<file path="config.mk">
export PLATFORM = sky130hd
export DESIGN_NAME = cs_qualify
export DESIGN_NICKNAME = d
export VERILOG_FILES = /design/src/rtl/csq_pkg.sv /design/src/rtl/csq_lane_qual.sv /design/src/rtl/csq_level_match.sv /design/src/rtl/csq_space_match.sv /design/src/rtl/cs_qualify.sv
export SDC_FILE = /design/constraint.sdc
export NUM_CORES = 1
export LEC_CHECK = 0
export BUFFER_PORTS_ARGS = -buffer_cell sky130_fd_sc_hd__buf_2
export CAP_MARGIN = 40
export CORE_AREA = 2 2 39 41
export CTS_BUF_LIST = sky130_fd_sc_hd__clkbuf_2
export DETAILED_ROUTE_END_ITERATION = 8
export DIE_AREA = 0 0 41 43
export MAX_ROUTING_LAYER = met4
export PLACE_DENSITY_LB_ADDON = 0.12
export SLEW_MARGIN = 20
export SYNTH_ARGS = -nofsm -noshare
export SYNTH_HDL_FRONTEND = slang
export SYNTH_SLANG_ARGS = --single-unit
export TNS_END_PERCENT = 30
</file>
<file path="constraint.sdc">
create_clock -name clk -period 2.5 [get_ports clk]
set_clock_uncertainty 0.15 [all_clocks]
set_input_delay 0.375 -clock clk [delete_from_list [all_inputs] [get_ports clk]]
set_output_delay 0.375 -clock clk [all_outputs]
set_load 0.1 [all_outputs]
</file>
<file path="src/rtl/csq_pkg.sv">
package csq_pkg;
  typedef enum logic [1:0] {
    KIND_IACK = 2'b00,
    KIND_USER = 2'b01,
    KIND_SUPV = 2'b10,
    KIND_RSVD = 2'b11
  } kind_e;

  localparam logic [1:0] SP_CPU  = 2'b00;
  localparam logic [1:0] SP_USER = 2'b01;
  localparam logic [1:0] SP_SUPV = 2'b10;
  localparam logic [1:0] SP_DATA = 2'b11;

  localparam logic [1:0] LANE_NONE  = 2'b00;
  localparam logic [1:0] LANE_LOW   = 2'b01;
  localparam logic [1:0] LANE_HIGH  = 2'b10;
  localparam logic [1:0] LANE_BOTH  = 2'b11;
endpackage

</file>
<file path="src/rtl/csq_lane_qual.sv">
module csq_lane_qual
  import csq_pkg::*;
(
  input  logic [1:0] lane,
  input  logic       port16,
  input  logic       addr0,
  input  logic       size0,
  output logic       lane_ok
);
  always_comb begin
    unique case (lane)
      LANE_LOW:  lane_ok = port16 ? (addr0 | size0) : 1'b1;
      LANE_HIGH: lane_ok = port16 ? ~addr0 : 1'b1;
      LANE_BOTH: lane_ok = 1'b1;
      default:   lane_ok = 1'b0;
    endcase
  end
endmodule

</file>
<file path="src/rtl/csq_level_match.sv">
module csq_level_match #(
  parameter int LVL_W = 3
) (
  input  logic [LVL_W-1:0] cfg_level,
  input  logic [LVL_W-1:0] addr_lvl,
  output logic             lvl_ok
);
  localparam logic [LVL_W-1:0] ANY_LVL = '0;

  always_comb lvl_ok = (cfg_level == ANY_LVL) || (cfg_level == addr_lvl);
endmodule

</file>
<file path="src/rtl/csq_space_match.sv">
module csq_space_match
  import csq_pkg::*;
(
  input  logic [1:0] cfg_space,
  input  logic [1:0] kind,
  output logic       space_ok,
  output logic       is_iack
);
  kind_e k;
  always_comb begin
    k        = kind_e'(kind);
    is_iack  = (k == KIND_IACK);
    unique case (cfg_space)
      SP_CPU:  space_ok = (k == KIND_IACK);
      SP_USER: space_ok = (k == KIND_USER);
      SP_SUPV: space_ok = (k == KIND_SUPV);
      default: space_ok = (k == KIND_USER) || (k == KIND_SUPV);
    endcase
  end
endmodule

</file>
<file path="src/rtl/cs_qualify.sv">
module cs_qualify
  import csq_pkg::*;
#(
  parameter int LVL_W = 3
) (
  input  logic             clk,
  input  logic             rst,
  input  logic             cyc_start,
  input  logic             cyc_end,
  input  logic [1:0]       cyc_kind,
  input  logic             range_hit,
  input  logic             addr0,
  input  logic             size0,
  input  logic [LVL_W-1:0] addr_lvl,
  input  logic [1:0]       cfg_space,
  input  logic [1:0]       cfg_lane,
  input  logic [LVL_W-1:0] cfg_level,
  input  logic             cfg_autovec,
  input  logic             cfg_port16,
  output logic             cs_o,
  output logic             avec_o
);
  logic lane_ok, lvl_ok, space_ok, is_iack;
  logic qual_ok, cs_next, av_next;

  csq_lane_qual u_lane (
    .lane(cfg_lane), .port16(cfg_port16), .addr0(addr0), .size0(size0),
    .lane_ok(lane_ok)
  );

  csq_level_match #(.LVL_W(LVL_W)) u_lvl (
    .cfg_level(cfg_level), .addr_lvl(addr_lvl), .lvl_ok(lvl_ok)
  );

  csq_space_match u_space (
    .cfg_space(cfg_space), .kind(cyc_kind), .space_ok(space_ok), .is_iack(is_iack)
  );

  // CPU space qualifies on level, data spaces on byte lane
  always_comb begin
    qual_ok = is_iack ? lvl_ok : lane_ok;
    cs_next = range_hit & space_ok & qual_ok;
    av_next = cs_next & is_iack & cfg_autovec;
  end

  always_ff @(posedge clk) begin
    if (rst) begin
      cs_o   <= 1'b0;
      avec_o <= 1'b0;
    end else if (cyc_start) begin
      cs_o   <= cs_next;
      avec_o <= av_next;
    end else if (cyc_end) begin
      cs_o   <= 1'b0;
      avec_o <= 1'b0;
    end
  end

  p_reset_clear_r1: assert property (@(posedge clk) rst |=> (!cs_o && !avec_o));

  p_hold_r2: assert property (@(posedge clk) disable iff (rst)
    (!cyc_start && !cyc_end) |=> ($stable(cs_o) && $stable(avec_o)));

  p_end_clears_r2: assert property (@(posedge clk) disable iff (rst)
    (cyc_end && !cyc_start) |=> (!cs_o && !avec_o));

  p_need_hit_r3: assert property (@(posedge clk) disable iff (rst)
    (cyc_start && !range_hit) |=> !cs_o);

  p_lane_zero_r8: assert property (@(posedge clk) disable iff (rst)
    (cyc_start && cfg_lane == LANE_NONE && cyc_kind != KIND_IACK) |=> !cs_o);

  p_av_implies_cs_r10: assert property (@(posedge clk) disable iff (rst)
    avec_o |-> cs_o);

  p_no_av_data_r11: assert property (@(posedge clk) disable iff (rst)
    (cyc_start && cyc_kind != KIND_IACK) |=> !avec_o);
endmodule

</file>
== Yosys cells after proc, flatten, opt, wreduce, memory -nomap -nowiden ==
Index checks and enable logic that the tools add are counted.

* Equal/unequal tests: 8
* Muxes and demuxes: 8
* Bitwise gates (word level): 6
* Reductions and logical operators: 6

{| class="wikitable"
|+ Operators with widths
! cell !! count
|-
| 2-bit equality test, second input constant || 4
|-
| 2-bit by 1-bit equality test with 1-bit output, second input constant || 3
|-
| 1-bit two-way mux || 6
|-
| 1-bit case mux with 3 select lines || 2
|-
| 1-bit AND || 4
|-
| 2-bit logical NOT || 2
|-
| 3-bit equality test || 1
|-
| 3-bit logical NOT || 1
|-
| 1-bit logical OR || 2
|-
| 2-bit nonzero test || 1
|-
| 1-bit inverter || 1
|-
| 1-bit OR || 1
|}

* Register bits after elaboration: 2
* Bits of input ports: 21
* Output and inout bits: 2
* Logic and storage cells: 30

== Longest topological paths before layout ==
* Depth after elaboration: 8
* Depth in mapped cells: 5
* Depth with buffers taken out: 5

== Modules after synthesis ==
From an unflattened synthesis, not the netlist that was laid out.

* Cells, all modules: 32
* Area, all modules: 265.3 um^2

{| class="wikitable"
|+ By module, submodules not included
! module !! instances !! cells each !! area each (um^2) !! seq. area each (um^2)
|-
| cs_qualify || 1 || 8 || 91.3 || 40.0
|-
| csq_level_match || 1 || 14 || 80.1 || 0.0
|-
| csq_space_match || 1 || 6 || 67.6 || 0.0
|-
| csq_lane_qual || 1 || 4 || 26.3 || 0.0
|}

== Worst setup path before layout ==
No wires, ideal clock.

* Kind: input to register
* Start: in cyc_kind[0]
* End: reg cs_o
* Setup time: 130 ps
* Data arrival time: 1,347 ps
* Setup slack: 873 ps
* Cell stages on the path: 5
* Path buffers: 0
* Path through: inv_1 ha_1 mux4_2 o2111ai_2 a221oi_2

* Longest elaborated chain between the ends: 6

{| class="wikitable"
|+ Ends and longest elaborated chain
! element !! RTL line !! text
|-
| start, declared || cs_qualify.sv:10 || <nowiki>input logic [1:0] cyc_kind,</nowiki>
|-
| 2-bit by 1-bit equality test with 1-bit output or 2-bit equality test (tied branches) || csq_space_match.sv:15, csq_space_match.sv:17, csq_space_match.sv:16 ||
|-
| 1-bit logical OR || csq_space_match.sv:17 || <nowiki>default: space_ok = (k == KIND_USER) || (k == KIND_SUPV);</nowiki>
|-
| 1-bit case mux with 3 select lines || csq_space_match.sv:13 || <nowiki>unique case (cfg_space)</nowiki>
|-
| 1-bit AND || cs_qualify.sv:42 || <nowiki>cs_next = range_hit & space_ok & qual_ok;</nowiki>
|-
| 1-bit AND (*) || cs_qualify.sv:42 ||
|-
| 1-bit two-way mux (*) || cs_qualify.sv:50 || <nowiki>end else if (cyc_start) begin</nowiki>
|-
| end signal, assigned || cs_qualify.sv:51 || <nowiki>cs_o <= cs_next;</nowiki>
|-
| end, declared || cs_qualify.sv:20 || <nowiki>output logic cs_o,</nowiki>
|}

Every way passes the cells marked *; elsewhere a longest branch is shown, timed or not.
A chain may end at the register's enable or synchronous reset.

== Worst setup path after layout ==
Ends and elaborated chain as after synthesis.

==> flow_metrics.py <==
metrics = {
    "flow_run": {
        "cap_violations": 0,
    },
    "final_layout": {
        "layout_commonest_cell": "buf_2",
        "final_cell_mix": "22 x buf_2, 3 x xor2_1, 3 x nand2_1, 3 x ha_1, 3 x clkbuf_2",
        "final_core_util_pct": 27.8,
        "num_antenna_cells": 0,
        "nets": 76,
        "drive_gt1_share_pct": 60.0,
        "syn_to_final_growth_pct": 60.7,
    },
    "clocking": {
        "cts_buffer_depth": 2,
        "ctsResizeCount": 0,
        "root_buffer": "clkbuf_2",
        "path_clk_slew_ns": 0.03,
        "cts_tree": "done",
        "cts.sinks": 2,
        "htreeDepth": 1,
        "cts_buffers": 3,
        "clock_latency_ns": 0.19,
        "post_cts_buffers": 0,
        "postCtsHoldBufs": 0,
    },
    "hold_path": {
        "hold_class": "input pin to flip-flop",
    },
    "place": {
        "numPortBuffers": 22,
        "place_hpwl_um": 502,
        "post-place-ws_ns": 0.732,
        "place.gp.congestion": 0.558,
    },
    "route": {
        "ant_nets": 0,
        "vias_per_cell": 4.02,
        "drc_errors": 0,
        "drtIter0Drc": 0,
        "vias": 265,
        "drt-pass1-iter-count": 1,
        "post_drt_wl_per_cell_um": 8.55,
        "routed_wirelength_um": 564,
    },
    "synth": {
        "yosysSeqAreaShare_pct": 16.8,
        "ys_warn_count": 0,
        "synth_nets": 49,
        "synth.distinct_cells": 16,
        "syn_avg_cell_area_um2": 9.56,
        "syn_area_um2": 239,
        "synth_cells": 25,
        "postSynthRegisterBits": 2,
    },
    "power": {
        "leakagePower_nw": 0.194,
        "power.internal_w": 0.0000862,
        "peakVddDrop_uv": 96.0,
        "seq_power_share_pct": 26.2,
        "switching_share_pct": 31.5,
        "power_frac_comb_pct": 33.7,
        "clkPwrFrac_pct": 40.2,
        "powerDensity_mw_per_mm2": 328,
        "p_switching_w": 0.0000397,
        "p_total_w": 0.000126,
    },
    "sta": {
        "hold_viol_final": 0,
        "layout_min_cycle_time_ns": 1.56,
        "setup_tns_ns": 0,
        "tightest_slew_ns": 0.485,
        "worst_slack_ns": 0.937,
        "drv_slew": 0,
        "relSlewSlack_pct": 67.9,
        "setup_viol_count_final": 0,
        "max_freq_ghz": 0.640,
        "rsz0062_at_grt": "no",
        "post-route-period-util_pct": 62.5,
        "holdWs_ns": 0.243,
    },
    "setup_path": {
        "crit_buf_inv": 2,
        "cp_max_fo": 2,
        "crit_arrival_ns": 1.48,
        "crit_path_end_kind": "flip-flop",
        "worst_setup_path_start_kind": "input pin",
        "slowest_delay_ns": 0.47,
        "cpLargestDelayFamily": "multiplexers",
        "rrSetupSlack_ns": 1.61,
        "crit_type": "input pin to flip-flop",
        "critPathSlowestCell": "mux4_2",
        "crit_chain": "buf_2 > inv_1 > ha_1 > mux4_2 > o2111ai_2 > a221oi_2",
        "cp_data_required_time_ns": 2.41,
    },
    "global_routing": {
        "grt-ovfl-total": 0,
        "grt_max_degree": 5,
        "grt_pass1_wl_um": 986,
        "antenna_found_initial": 0,
        "grt_use_total_pct": 8.72,
        "grt_pass1_vias": 284,
    },
    "floorplan": {
        "pin_count": 23,
        "dieWidth_um": 41,
        "die_y_um": 43,
        "core_area_mm2": 0.00138,
        "die_area_mm2": 0.00176,
        "initial_core_util_pct": 17.3,
        "rows": 14,
    },
    "status": {
        "status": "completed",
    },
}
## synthesized netlist by cell type
cell,instances,area (um2)
o2111ai_2,1,15.0
mux4_2,1,22.5
a221oi_2,1,15.0
o31ai_2,1,12.5
nor2_1,2,7.51
inv_1,2,7.51
dfxtp_1,2,40.0
ha_1,3,37.5
nor3_2,1,10.0
xor2_1,3,26.3
nand2_1,3,11.3
nand3b_1,1,7.51
a21boi_0,1,7.51
a21oi_1,1,5.00
o31ai_1,1,7.51
o22ai_1,1,6.26
## per-stage QoR
| stage | instances | cell area [um2] |
|---|---|---|
| after floorplan | 25 | 239 |
| after global placement | 63 | 369 |
| after detailed placement | 63 | 369 |
| after CTS | 66 | 384 |
| after global routing | 66 | 384 |
| final | 66 | 384 |
## area by class of cell
class,instances,area [um2]
fillers,159,1000
clock buffers,3,15.0
inverters,2,7.51
multi-input cells,21,191
well taps,16,20.0
flip-flops and latches,2,40.0
repair buffers,22,110
## power by group through the flow
stage	combinational (W)	clock, W	sequential, W
2_1_floorplan	0.0000181	0	0.0000366
3_3_place_gp	0.0000438	0	0.0000333
3_5_place_dp	0.0000431	0	0.0000333
4_1_cts	0.0000432	0.0000539	0.0000329
5_1_grt	0.0000476	0.0000597	0.0000329
6_report	0.0000424	0.0000506	0.0000329
## sequential cells by signal, summed over array words and instances, names as in the netlist
name	cells
avec_o	1
cs_o	1
## per-layer routing
| metal | up-vias | global-route usage (%) | share of wire (%) |
|---|---|---|---|
| met5 | - | - | 0 |
| met3 | 0 | 4.71 | 9.2 |
| met2 | 11 | 13.1 | 52 |
| li1 | 143 | - | - |
| met1 | 111 | 7.96 | 39 |
| met4 | 0 | 6.00 | 0 |
## worst paths after layout
| check | startpoint | to | depth (start not counted) |
|---|---|---|---|
| max | cyc_kind[0] | cs_o | 6 |
| min | rst | cs_o | 2 |
| max reg2reg | cs_o | cs_o | 2 |
| min reg2reg | cs_o | cs_o | 2 |
## cell families (layout without fill, tap and decap cells)
| logic type | after synthesis | in the layout | share of synthesized area, % |
|---|---|---|---|
| AND/OR/NAND/NOR | 7 | 7 | 15.2 |
| multiplexers | 1 | 1 | 9.42 |
| flip-flops | 2 | 2 | 16.8 |
| buffers and inverters | 2 | 27 | 3.14 |
| AO/OA/AOI/OAI | 7 | 7 | 28.8 |
| adder cells (fa/ha/maj) | 3 | 3 | 15.7 |
| XOR/XNOR | 3 | 3 | 11.0 |
No activity file was read; power rests on OpenSTA's default activity.
